### src/rtl/xl_pkg.sv
// Package: shared window codes and widths of the interrupt line controller.
// Assumes byte addresses of 12 bits: window index in [11:6], word in [5:2].
package xl_pkg;
    localparam int ADDR_W  = 12;
    localparam int DATA_W  = 32;
    localparam int WIN_W   = 6;
    localparam int WORD_W  = 4;

    typedef enum logic [WIN_W-1:0] {
        WIN_STATUS   = 6'd0,
        WIN_ACK      = 6'd1,
        WIN_MASK     = 6'd2,
        WIN_MASK_SET = 6'd3,
        WIN_MASK_CLR = 6'd4,
        WIN_SENS     = 6'd5,
        WIN_SENS_SET = 6'd6,
        WIN_SENS_CLR = 6'd7,
        WIN_SOFT     = 6'd8,
        WIN_SOFT_SET = 6'd9,
        WIN_SOFT_CLR = 6'd10,
        WIN_POL      = 6'd12,
        WIN_POL_SET  = 6'd13,
        WIN_POL_CLR  = 6'd14,
        WIN_DOM      = 6'd16
    } win_e;

    // One decoded bus write, handed to every register bank.
    typedef struct packed {
        logic              en;
        logic [WIN_W-1:0]  win;
        logic [WORD_W-1:0] word;
        logic [DATA_W-1:0] data;
    } bus_wr_t;
endpackage

### src/rtl/xl_sync.sv
// Module: two-flop synchroniser per line, plus one more flop holding the
// previous synchronised value for edge detection.
// Assumes pins are asynchronous to clk; reset drives all stages to 0.
module xl_sync #(
    parameter int NUM_LINES = 64
) (
    input  logic                 clk,
    input  logic                 rst_n,
    input  logic [NUM_LINES-1:0] pin_i,
    output logic [NUM_LINES-1:0] cur_o,
    output logic [NUM_LINES-1:0] prev_o
);
    for (genvar i = 0; i < NUM_LINES; i++) begin : g_line
        logic meta_q, sync_q, prev_q;

        // Shift the pin through metastability, sync and history stages.
        always_ff @(posedge clk) begin
            if (!rst_n) begin
                meta_q <= 1'b0;
                sync_q <= 1'b0;
                prev_q <= 1'b0;
            end else begin
                meta_q <= pin_i[i];
                sync_q <= meta_q;
                prev_q <= sync_q;
            end
        end

        assign cur_o[i]  = sync_q;
        assign prev_o[i] = prev_q;
    end
endmodule

### src/rtl/xl_ctrl_bank.sv
// Module: one per-line control field with its read view and either
// set/clear aliases (DIRECT = 0) or a plain whole-word write (DIRECT = 1).
// Assumes the bus write is already decoded into window and word.
module xl_ctrl_bank
    import xl_pkg::*;
#(
    parameter int               NUM_LINES = 64,
    parameter logic             RST_VAL   = 1'b0,
    parameter bit               DIRECT    = 1'b0,
    parameter logic [WIN_W-1:0] VIEW_WIN  = 6'd0,
    parameter logic [WIN_W-1:0] SET_WIN   = 6'd0,
    parameter logic [WIN_W-1:0] CLR_WIN   = 6'd0
) (
    input  logic                 clk,
    input  logic                 rst_n,
    input  bus_wr_t              wr_i,
    output logic [NUM_LINES-1:0] q_o
);
    logic unused_bank;
    assign unused_bank = ^{wr_i.data, wr_i.win, wr_i.word};

    for (genvar i = 0; i < NUM_LINES; i++) begin : g_bit
        localparam int W = i / DATA_W;
        localparam int B = i % DATA_W;
        logic hit;
        assign hit = wr_i.en && (wr_i.word == WORD_W'(W));

        if (DIRECT) begin : g_direct
            // Whole-word write through the view window.
            always_ff @(posedge clk) begin
                if (!rst_n)
                    q_o[i] <= RST_VAL;
                else if (hit && wr_i.win == VIEW_WIN)
                    q_o[i] <= wr_i.data[B];
            end
        end else begin : g_alias
            // Set and clear aliases act only on bits written as one.
            always_ff @(posedge clk) begin
                if (!rst_n)
                    q_o[i] <= RST_VAL;
                else if (hit && wr_i.win == SET_WIN && wr_i.data[B])
                    q_o[i] <= 1'b1;
                else if (hit && wr_i.win == CLR_WIN && wr_i.data[B])
                    q_o[i] <= 1'b0;
            end
        end
    end
endmodule

### src/rtl/xl_line_detect.sv
// Module: per-line edge latch, level match and status qualification.
// Assumes cur/prev come from the synchroniser; an acknowledge loses to a
// new edge in the same cycle.
module xl_line_detect
    import xl_pkg::*;
#(
    parameter int NUM_LINES = 64
) (
    input  logic                 clk,
    input  logic                 rst_n,
    input  logic [NUM_LINES-1:0] cur_i,
    input  logic [NUM_LINES-1:0] prev_i,
    input  logic [NUM_LINES-1:0] mask_i,
    input  logic [NUM_LINES-1:0] sens_i,
    input  logic [NUM_LINES-1:0] pol_i,
    input  logic [NUM_LINES-1:0] soft_i,
    input  logic [NUM_LINES-1:0] dom_i,
    input  bus_wr_t              wr_i,
    output logic [NUM_LINES-1:0] latch_o,
    output logic [NUM_LINES-1:0] status_o
);
    logic unused_det;
    assign unused_det = ^{wr_i.data, wr_i.word};

    for (genvar i = 0; i < NUM_LINES; i++) begin : g_line
        localparam int W = i / DATA_W;
        localparam int B = i % DATA_W;
        logic active, edge_hit, lvl_hit, ack_hit;

        assign active   = (cur_i[i] == pol_i[i]);
        assign edge_hit = !sens_i[i] && active && (prev_i[i] != pol_i[i]);
        assign lvl_hit  = sens_i[i] && active;
        assign ack_hit  = wr_i.en && wr_i.win == WIN_ACK &&
                          wr_i.word == WORD_W'(W) && wr_i.data[B];

        // Hold a detected edge until acknowledged; a new edge wins.
        always_ff @(posedge clk) begin
            if (!rst_n)
                latch_o[i] <= 1'b0;
            else if (edge_hit)
                latch_o[i] <= 1'b1;
            else if (ack_hit)
                latch_o[i] <= 1'b0;
        end

        // Qualify the pending sources with mask and domain enable.
        assign status_o[i] = (latch_o[i] | lvl_hit | soft_i[i]) &
                             ~mask_i[i] & dom_i[i];
    end
endmodule

### src/rtl/xl_intc.sv
// Module: top of the external interrupt line controller. Decodes the
// register bus, holds the control banks, runs detection, muxes reads.
// Assumes single-cycle writes and combinational reads; NUM_LINES <= 512.
module xl_intc
    import xl_pkg::*;
#(
    parameter int NUM_LINES = 64
) (
    input  logic                 clk,
    input  logic                 rst_n,
    input  logic [NUM_LINES-1:0] pin_i,
    input  logic [ADDR_W-1:0]    bus_addr,
    input  logic                 bus_wr,
    input  logic [DATA_W-1:0]    bus_wdata,
    output logic [DATA_W-1:0]    bus_rdata,
    output logic [NUM_LINES-1:0] line_status_o,
    output logic                 irq_o
);
    localparam int NUM_WORDS = (NUM_LINES + DATA_W - 1) / DATA_W;
    localparam int PAD_W     = NUM_WORDS * DATA_W;

    bus_wr_t              wr;
    logic [WIN_W-1:0]     win;
    logic [WORD_W-1:0]    word;
    logic [NUM_LINES-1:0] cur, prev;
    logic [NUM_LINES-1:0] mask_q, sens_q, pol_q, soft_q, dom_q, latch_q;
    logic [NUM_LINES-1:0] status;
    logic [PAD_W-1:0]     sel_pad;

    assign win  = bus_addr[ADDR_W-1 -: WIN_W];
    assign word = bus_addr[WORD_W+1:2];

    // Package one aligned write for the banks and the latches.
    always_comb begin
        wr.en   = bus_wr && (bus_addr[1:0] == 2'b00);
        wr.win  = win;
        wr.word = word;
        wr.data = bus_wdata;
    end

    xl_sync #(.NUM_LINES(NUM_LINES)) u_sync (
        .clk(clk), .rst_n(rst_n), .pin_i(pin_i), .cur_o(cur), .prev_o(prev)
    );

    xl_ctrl_bank #(.NUM_LINES(NUM_LINES), .RST_VAL(1'b1), .DIRECT(1'b0),
        .VIEW_WIN(WIN_MASK), .SET_WIN(WIN_MASK_SET), .CLR_WIN(WIN_MASK_CLR))
    u_mask (.clk(clk), .rst_n(rst_n), .wr_i(wr), .q_o(mask_q));

    xl_ctrl_bank #(.NUM_LINES(NUM_LINES), .RST_VAL(1'b0), .DIRECT(1'b0),
        .VIEW_WIN(WIN_SENS), .SET_WIN(WIN_SENS_SET), .CLR_WIN(WIN_SENS_CLR))
    u_sens (.clk(clk), .rst_n(rst_n), .wr_i(wr), .q_o(sens_q));

    xl_ctrl_bank #(.NUM_LINES(NUM_LINES), .RST_VAL(1'b0), .DIRECT(1'b0),
        .VIEW_WIN(WIN_SOFT), .SET_WIN(WIN_SOFT_SET), .CLR_WIN(WIN_SOFT_CLR))
    u_soft (.clk(clk), .rst_n(rst_n), .wr_i(wr), .q_o(soft_q));

    xl_ctrl_bank #(.NUM_LINES(NUM_LINES), .RST_VAL(1'b0), .DIRECT(1'b0),
        .VIEW_WIN(WIN_POL), .SET_WIN(WIN_POL_SET), .CLR_WIN(WIN_POL_CLR))
    u_pol (.clk(clk), .rst_n(rst_n), .wr_i(wr), .q_o(pol_q));

    xl_ctrl_bank #(.NUM_LINES(NUM_LINES), .RST_VAL(1'b0), .DIRECT(1'b1),
        .VIEW_WIN(WIN_DOM), .SET_WIN(WIN_DOM), .CLR_WIN(WIN_DOM))
    u_dom (.clk(clk), .rst_n(rst_n), .wr_i(wr), .q_o(dom_q));

    xl_line_detect #(.NUM_LINES(NUM_LINES)) u_detect (
        .clk(clk), .rst_n(rst_n), .cur_i(cur), .prev_i(prev),
        .mask_i(mask_q), .sens_i(sens_q), .pol_i(pol_q), .soft_i(soft_q),
        .dom_i(dom_q), .wr_i(wr), .latch_o(latch_q), .status_o(status)
    );

    assign line_status_o = status;
    assign irq_o         = |status;

    // Pick the field behind the addressed window, padded to whole words.
    always_comb begin
        sel_pad = '0;
        unique case (win)
            WIN_STATUS: sel_pad[NUM_LINES-1:0] = status;
            WIN_MASK:   sel_pad[NUM_LINES-1:0] = mask_q;
            WIN_SENS:   sel_pad[NUM_LINES-1:0] = sens_q;
            WIN_SOFT:   sel_pad[NUM_LINES-1:0] = soft_q;
            WIN_POL:    sel_pad[NUM_LINES-1:0] = pol_q;
            WIN_DOM:    sel_pad[NUM_LINES-1:0] = dom_q;
            default:    sel_pad = '0;
        endcase
    end

    // Select the addressed word; words past the last line read zero.
    always_comb begin
        bus_rdata = '0;
        for (int w = 0; w < NUM_WORDS; w++) begin
            if (word == WORD_W'(w))
                bus_rdata = sel_pad[w*DATA_W +: DATA_W];
        end
    end
endmodule

### config.mk
export PLATFORM = sky130hd
export DESIGN_NAME = xl_intc
export DESIGN_NICKNAME = d
export VERILOG_FILES = /design/src/rtl/xl_pkg.sv /design/src/rtl/xl_sync.sv /design/src/rtl/xl_ctrl_bank.sv /design/src/rtl/xl_line_detect.sv /design/src/rtl/xl_intc.sv
export SDC_FILE = /design/constraint.sdc
export NUM_CORES = 1
export LEC_CHECK = 0
export BUFFER_PORTS_ARGS = -buffer_cell sky130_fd_sc_hd__buf_2
export CELL_PAD_IN_SITES_DETAIL_PLACEMENT = 2
export CELL_PAD_IN_SITES_GLOBAL_PLACEMENT = 2
export CORE_MARGIN = 5
export CORE_UTILIZATION = 40
export CTS_BUF_LIST = sky130_fd_sc_hd__clkbuf_4
export CTS_CLUSTER_SIZE = 14
export DETAILED_ROUTE_END_ITERATION = 12
export PLACE_DENSITY_LB_ADDON = 0.1
export SKIP_CTS_REPAIR_TIMING = 1
export SYNTH_ARGS = -nofsm -noshare
export SYNTH_HDL_FRONTEND = slang
export SYNTH_SLANG_ARGS = --single-unit
### constraint.sdc
create_clock -name clk -period 5.75 [get_ports clk]
set_clock_uncertainty 0.2 [all_clocks]
set_input_delay 0.8625 -clock clk [delete_from_list [all_inputs] [get_ports clk]]
set_output_delay 0.8625 -clock clk [all_outputs]
set_load 0.02 [all_outputs]
Word-level counts from Yosys, hierarchy flattened

Cells that the tools add are included.

Register bits after elaboration: 576
Input bits: 111
Output and inout bits: 97
Logic and storage cells: 2,735

Eq/ne operators: 143
Reduce and logical (&&, ||, !) cells: 1,180
Muxes and demuxes: 515
Bitwise logic cells: 321

Operator list:

| cell                 | number |
|---|---|
| $logic_and A1 B1 Y1  | 792 |
| $mux W1              | 512 |
| $reduce_bool A2 Y1   | 256 |
| $pmux W64 S6         | 1 |
| $and A1 B1 Y1        | 128 |
| $or A1 B1 Y1         | 128 |
| $reduce_or A2 Y1     | 64 |
| $not A1 Y1           | 65 |
| $eq A1 B1 Y1         | 64 |
| $logic_not A1 Y1     | 64 |
| $mux W32             | 2 |
| $ne A1 B1 Y1         | 64 |
| $reduce_or A64 Y1    | 1 |
| $eq A6 B4 Y1 const B | 6 |
| $eq A6 B3 Y1 const B | 4 |
| $eq A6 B2 Y1 const B | 2 |
| $eq A6 B1 Y1 const B | 1 |
| $eq A6 B5 Y1 const B | 1 |
| $logic_not A6 Y1     | 1 |
| $eq A4 B1 Y1 const B | 1 |
| $logic_not A4 Y1     | 1 |
| $logic_not A2 Y1     | 1 |

Depth between registers and ports, before layout

Depth in word-level cells: 9
Depth in mapped cells: 8
Mapped depth without buffers: 5

By module

A second synthesis with hierarchy kept.

Cells, all modules: 3,213
Area total of the unflattened synthesis: 30,123.9 µm²

By module, submodules not included:

| module                | area an instance (µm²) | cells an instance | sequential area each (µm²) | times used |
|---|---|---|---|---|
| xl_sync               | 6,236.0                | 533               | 3,843.7                    | 1 |
| xl_line_detect        | 5,271.3                | 595               | 1,281.2                    | 1 |
| xl_ctrl_bank (u_soft) | 3,622.2                | 376               | 1,281.2                    | 1 |
| xl_ctrl_bank (u_pol)  | 3,557.2                | 376               | 1,281.2                    | 1 |
| xl_ctrl_bank (u_mask) | 3,274.4                | 388               | 1,281.2                    | 1 |
| xl_intc               | 3,034.2                | 372               | 0.0                        | 1 |
| xl_ctrl_bank (u_sens) | 2,656.3                | 326               | 1,281.2                    | 1 |
| xl_ctrl_bank (u_dom)  | 2,472.4                | 247               | 1,281.2                    | 1 |

Least setup slack after synthesis

OpenSTA, ideal clock, no wires.

Path type: input port to output port
From: in bus_addr[9]
To: out bus_rdata[14]
Stages on the path: 8
Required time: 4.688 ns
Slack: 2.061 ns
Arrival time: 2.626 ns
Buffers on the path: 3
Cells stage by stage: buf_6 -> or4_1 -> buf_6 -> nor2_8 -> buf_4 -> nand2_1 -> and3_1 -> o22ai_1

Word-level cells in the longest chain between the ends: 4
Elaborated cells between the ends (all ways): 9
Classes of those cells: 5 x eq/ne; 3 x mux; 1 x reduce/logical

Ends and longest elaborated chain:

| item                                 | RTL line      | RTL |
|---|---|---|
| start: declaration                   | xl_intc.sv:12 | `input logic [ADDR_W-1:0] bus_addr,` |
| $eq A6 B5 Y1 (tied with other cells) | xl_intc.sv:77 | `unique case (win)` |
| $pmux W64 S6 *                       | xl_intc.sv:77 |  |
| $mux W32                             | xl_intc.sv:92 | `if (word == WORD_W'(w))` |
| $mux W32 *                           | xl_intc.sv:92 |  |
| end: declaration                     | xl_intc.sv:15 | `output logic [DATA_W-1:0] bus_rdata,` |

Mark *: on every way between the ends. The rest lies on a longest branch, timed or not.

Worst setup path in the final report

From: reg u_pol.q_o[24]
To: out irq_o

Word-level cells in the longest chain between the ends: 7

Ends and longest elaborated chain:

| item                             | RTL line             | RTL |
|---|---|---|
| start: declaration               | xl_ctrl_bank.sv:17   | `output logic [NUM_LINES-1:0] q_o` |
| start signal: indexed assignment | xl_ctrl_bank.sv:40   | `q_o[i] <= RST_VAL;` |
| start signal: indexed assignment | xl_ctrl_bank.sv:42   | `q_o[i] <= 1'b1;` |
| start signal: indexed assignment | xl_ctrl_bank.sv:44   | `q_o[i] <= 1'b0;` |
| $eq A1 B1 Y1                     | xl_line_detect.sv:30 | `assign active = (cur_i[i] == pol_i[i]);` |
| $logic_and A1 B1 Y1              | xl_line_detect.sv:32 | `assign lvl_hit = sens_i[i] && active;` |
| $or A1 B1 Y1 (2 in a row)        | xl_line_detect.sv:47 | `assign status_o[i] = (latch_o[i] \| lvl_hit \| soft_i[i]) &` |
| $and A1 B1 Y1                    | xl_line_detect.sv:47 |  |
| $and A1 B1 Y1                    | xl_line_detect.sv:48 | `~mask_i[i] & dom_i[i];` |
| $reduce_or A64 Y1                | xl_intc.sv:72        | `assign irq_o = \|status;` |
| end: declaration                 | xl_intc.sv:17        | `output logic irq_o` |

No other way between the ends.

==> flow_summary.ini <==
[synth]
avgSynthCellArea_sq_um = 8.218
netlist_instances = 3041
ys_types = 47
synthesis.area_sq_mm = 0.02499
seq_area_frac_synth_pct = 46.14
yosysWarnings = 0
syn_nets = 3152
ys_ff_latch = 576

[clock_network]
clk_latency_ns = 0.99
cts_buffer_depth = 3
clk_pin_slew_ns = 0.07
cts-root-buf = clkbuf_4
htree_levels = 4
cts_buffers = 165
cts_tree = built
cts_sinks = 576

[global_routing]
grt_pass1_wl_um = 168300
grt_pass1_vias = 27640
antenna_found_initial = 8
grtUsageTotal_pct = 32.26
grt_max_degree = 158
grt_overflow = 0

[timing]
worst_pin_slew_ns = 1.183
postLayoutSetupSlackWorst_ns = 0.7606
fmax_ghz = 0.2004
rsz0062_at_grt = no
slew_headroom_pct = 20.90
holdWs_ns = 0.04676
min_period_over_period_pct = 86.77
slew_violations = 0
final.setup.tns_ns = 0
setup_violations = 0
period_needed_ns = 4.989
hold_viol = 0

[finish]
utilization_pct = 47.75
final_cells = 4289
drive_gt1_share_pct = 16.18
fillCellCount = 6867
nets = 3437
syn_to_final_growth_pct = 18.14
multiInputGateArea_sq_mm = 0.01224
seq_area_sq_mm = 0.01153

[floorplan]
dieArea_sq_mm = 0.06757
io_pins = 208
num_rows = 91
dieHeight_um = 260.0
floorplan.initialDensity_pct = 40.42
core_area_sq_mm = 0.06183
die_w_um = 260.0

[power_and_ir_drop]
cellLeakagePower_nw = 10.98
p_per_area_mw_per_mm2 = 286.8
peakVddDrop_v = 0.0001735

[worst_hold_path]
hp-class = input pin to register

[worst_setup_path]
end_kind = primary output
cp-start-kind = register
critPathRequiredTime_ns = 4.69
arrival_ns = 3.93
crit_path_top_delay_cell = nor4_1
critical_path_class = register to primary output
cpPeakStageDelay_ns = 0.70
worstPathCellList = xor2_1 -> o32ai_1 -> buf_4 -> nor4_1 -> nand4_1 -> or4_1 -> buf_2
cp_max_fo = 5

[drt]
wl_met3_um = 7429
wirelength_um = 116200
highest-signal-layer = met5
vias_per_cell = 6.055
drc = 0
wl_met1_um = 48200
vias = 25970
drt_pass1_iterations = 8
met2WireLength_um = 56810
ant_nets = 0
post_drt_wl_per_cell_um = 27.08
drt_iter0_drc = 2337

[status]
outcome = finished, final reports clean

[place]
place_ws_ns = 1.048
place_inst = 3932
port_buffers = 207
post-dp-hpwl_um = 66080
gp_congestion = 0.8165

[run]
cap_viol_max_count = 0
[per-layer routing]
metal	vias up	global-route usage [%]
met5	-	0
met4	2	12.53
met3	260	5.553
met2	1068	54.86
met1	13350	40.98
li1	11290	-
[cells by family after synthesis]
kind of cell,synth area share [%]
compound gates,24.24
xor+xnor,2.243
buf+inv,5.272
flops,46.14
mux,0.04006
simple gates,22.06
[path summary, 6_finish.rpt]
path | start | end | slack [ns] | cells after the start
max | u_pol.q_o[24] | irq_o | 0.76 | 7
max reg2reg | u_pol.q_o[49] | u_detect.latch_o[49] | 4.32 | 4
min reg2reg | u_sync.g_line[4].meta_q | u_sync.g_line[4].sync_q | 0.23 | 1
min | bus_wdata[13] | u_soft.q_o[13] | 0.05 | 3
[layout make-up]
type / count / share of cell area [%]
Antenna cell: 9 / 0.07628
Timing Repair Buffer: 329 / 7.565
Clock inverter: 40 / 0.8179
Sequential cell: 576 / 39.06
Inverter: 98 / 1.271
Clock buffer: 244 / 6.204
Tap cell: 837 / 3.547
Multi-Input combinational cell: 2156 / 41.46
[placed cells by master (no fill, tap or decap), types with 5 or more instances in the layout]
cell             n
nand2_1        514
inv_1           97
dfxtp_1        576
nor4_1          17
o32ai_1         64
clkinv_1        27
nand4_1          5
o22ai_1         33
clkbuf_4       244
o21ai_1         54
xor2_1          64
and2_1         192
a21oi_1        321
a221o_1         64
buf_2          206
buf_4           49
a22oi_1         64
nor2_1         258
dlygate4sd3_1   64
nor3_4           7
o21ai_0        138
nor2_4           6
nand3b_1        66
diode_2          9
a21boi_0        53
buf_12           9
a21boi_1        11
a222oi_1        64
o21a_1          64
and3_1          65
[power by group]
group	internal, mW	switching (mW)	leakage (nW)
clock network	2.06	1.92	1.24
registers	4.06	0.0480	4.68
logic	0.136	0.247	5.06
total	6.26	2.21	11.0
[critical path, delay by kind of cell (launching register included)]
family          cells  cell delay, ns
compound gates      1            0.11
buf+inv             2            0.37
simple gates        3            1.83
flops               1            0.45
xor+xnor            1            0.18
[metrics by stage]
stage / power (mW) / instance area, sq um
after global placement: 4.510 / 26790
after detailed placement: 4.531 / 26790
after CTS: 8.468 / 28860
after global routing: 8.787 / 29510
after floorplan: 4.379 / 24990
final: 8.468 / 29520
[cells in the mapped netlist, drive strengths merged]
library cell / instances / area share (%)
a21boi: 64 / 1.9
a21oi: 321 / 6.4
a221o: 64 / 2.6
a222oi: 64 / 2.6
a22oi: 64 / 1.9
and2: 194 / 4.9
and3: 65 / 1.6
and3b: 1 / 0.035
buf: 71 / 1.7
clkbuf: 140 / 2.1
clkinv: 1 / 0.015
dfxtp: 576 / 46
inv: 97 / 1.5
mux2i: 1 / 0.040
nand2: 518 / 7.8
nand2b: 3 / 0.075
nand3: 2 / 0.040
nand3b: 66 / 2.0
nand4: 5 / 0.13
nand4b: 1 / 0.035
nand4bb: 1 / 0.045
nor2: 266 / 4.2
nor2b: 1 / 0.025
nor3: 10 / 0.41
nor3b: 1 / 0.050
nor4: 18 / 0.51
nor4b: 1 / 0.060
o21a: 64 / 1.9
o21ai: 192 / 3.8
o22ai: 33 / 0.83
o32ai: 64 / 2.2
or2: 3 / 0.075
or3: 2 / 0.050
or4: 2 / 0.060
or4b: 1 / 0.055
xor2: 64 / 2.2
Power figures use the tool's default switching activity.
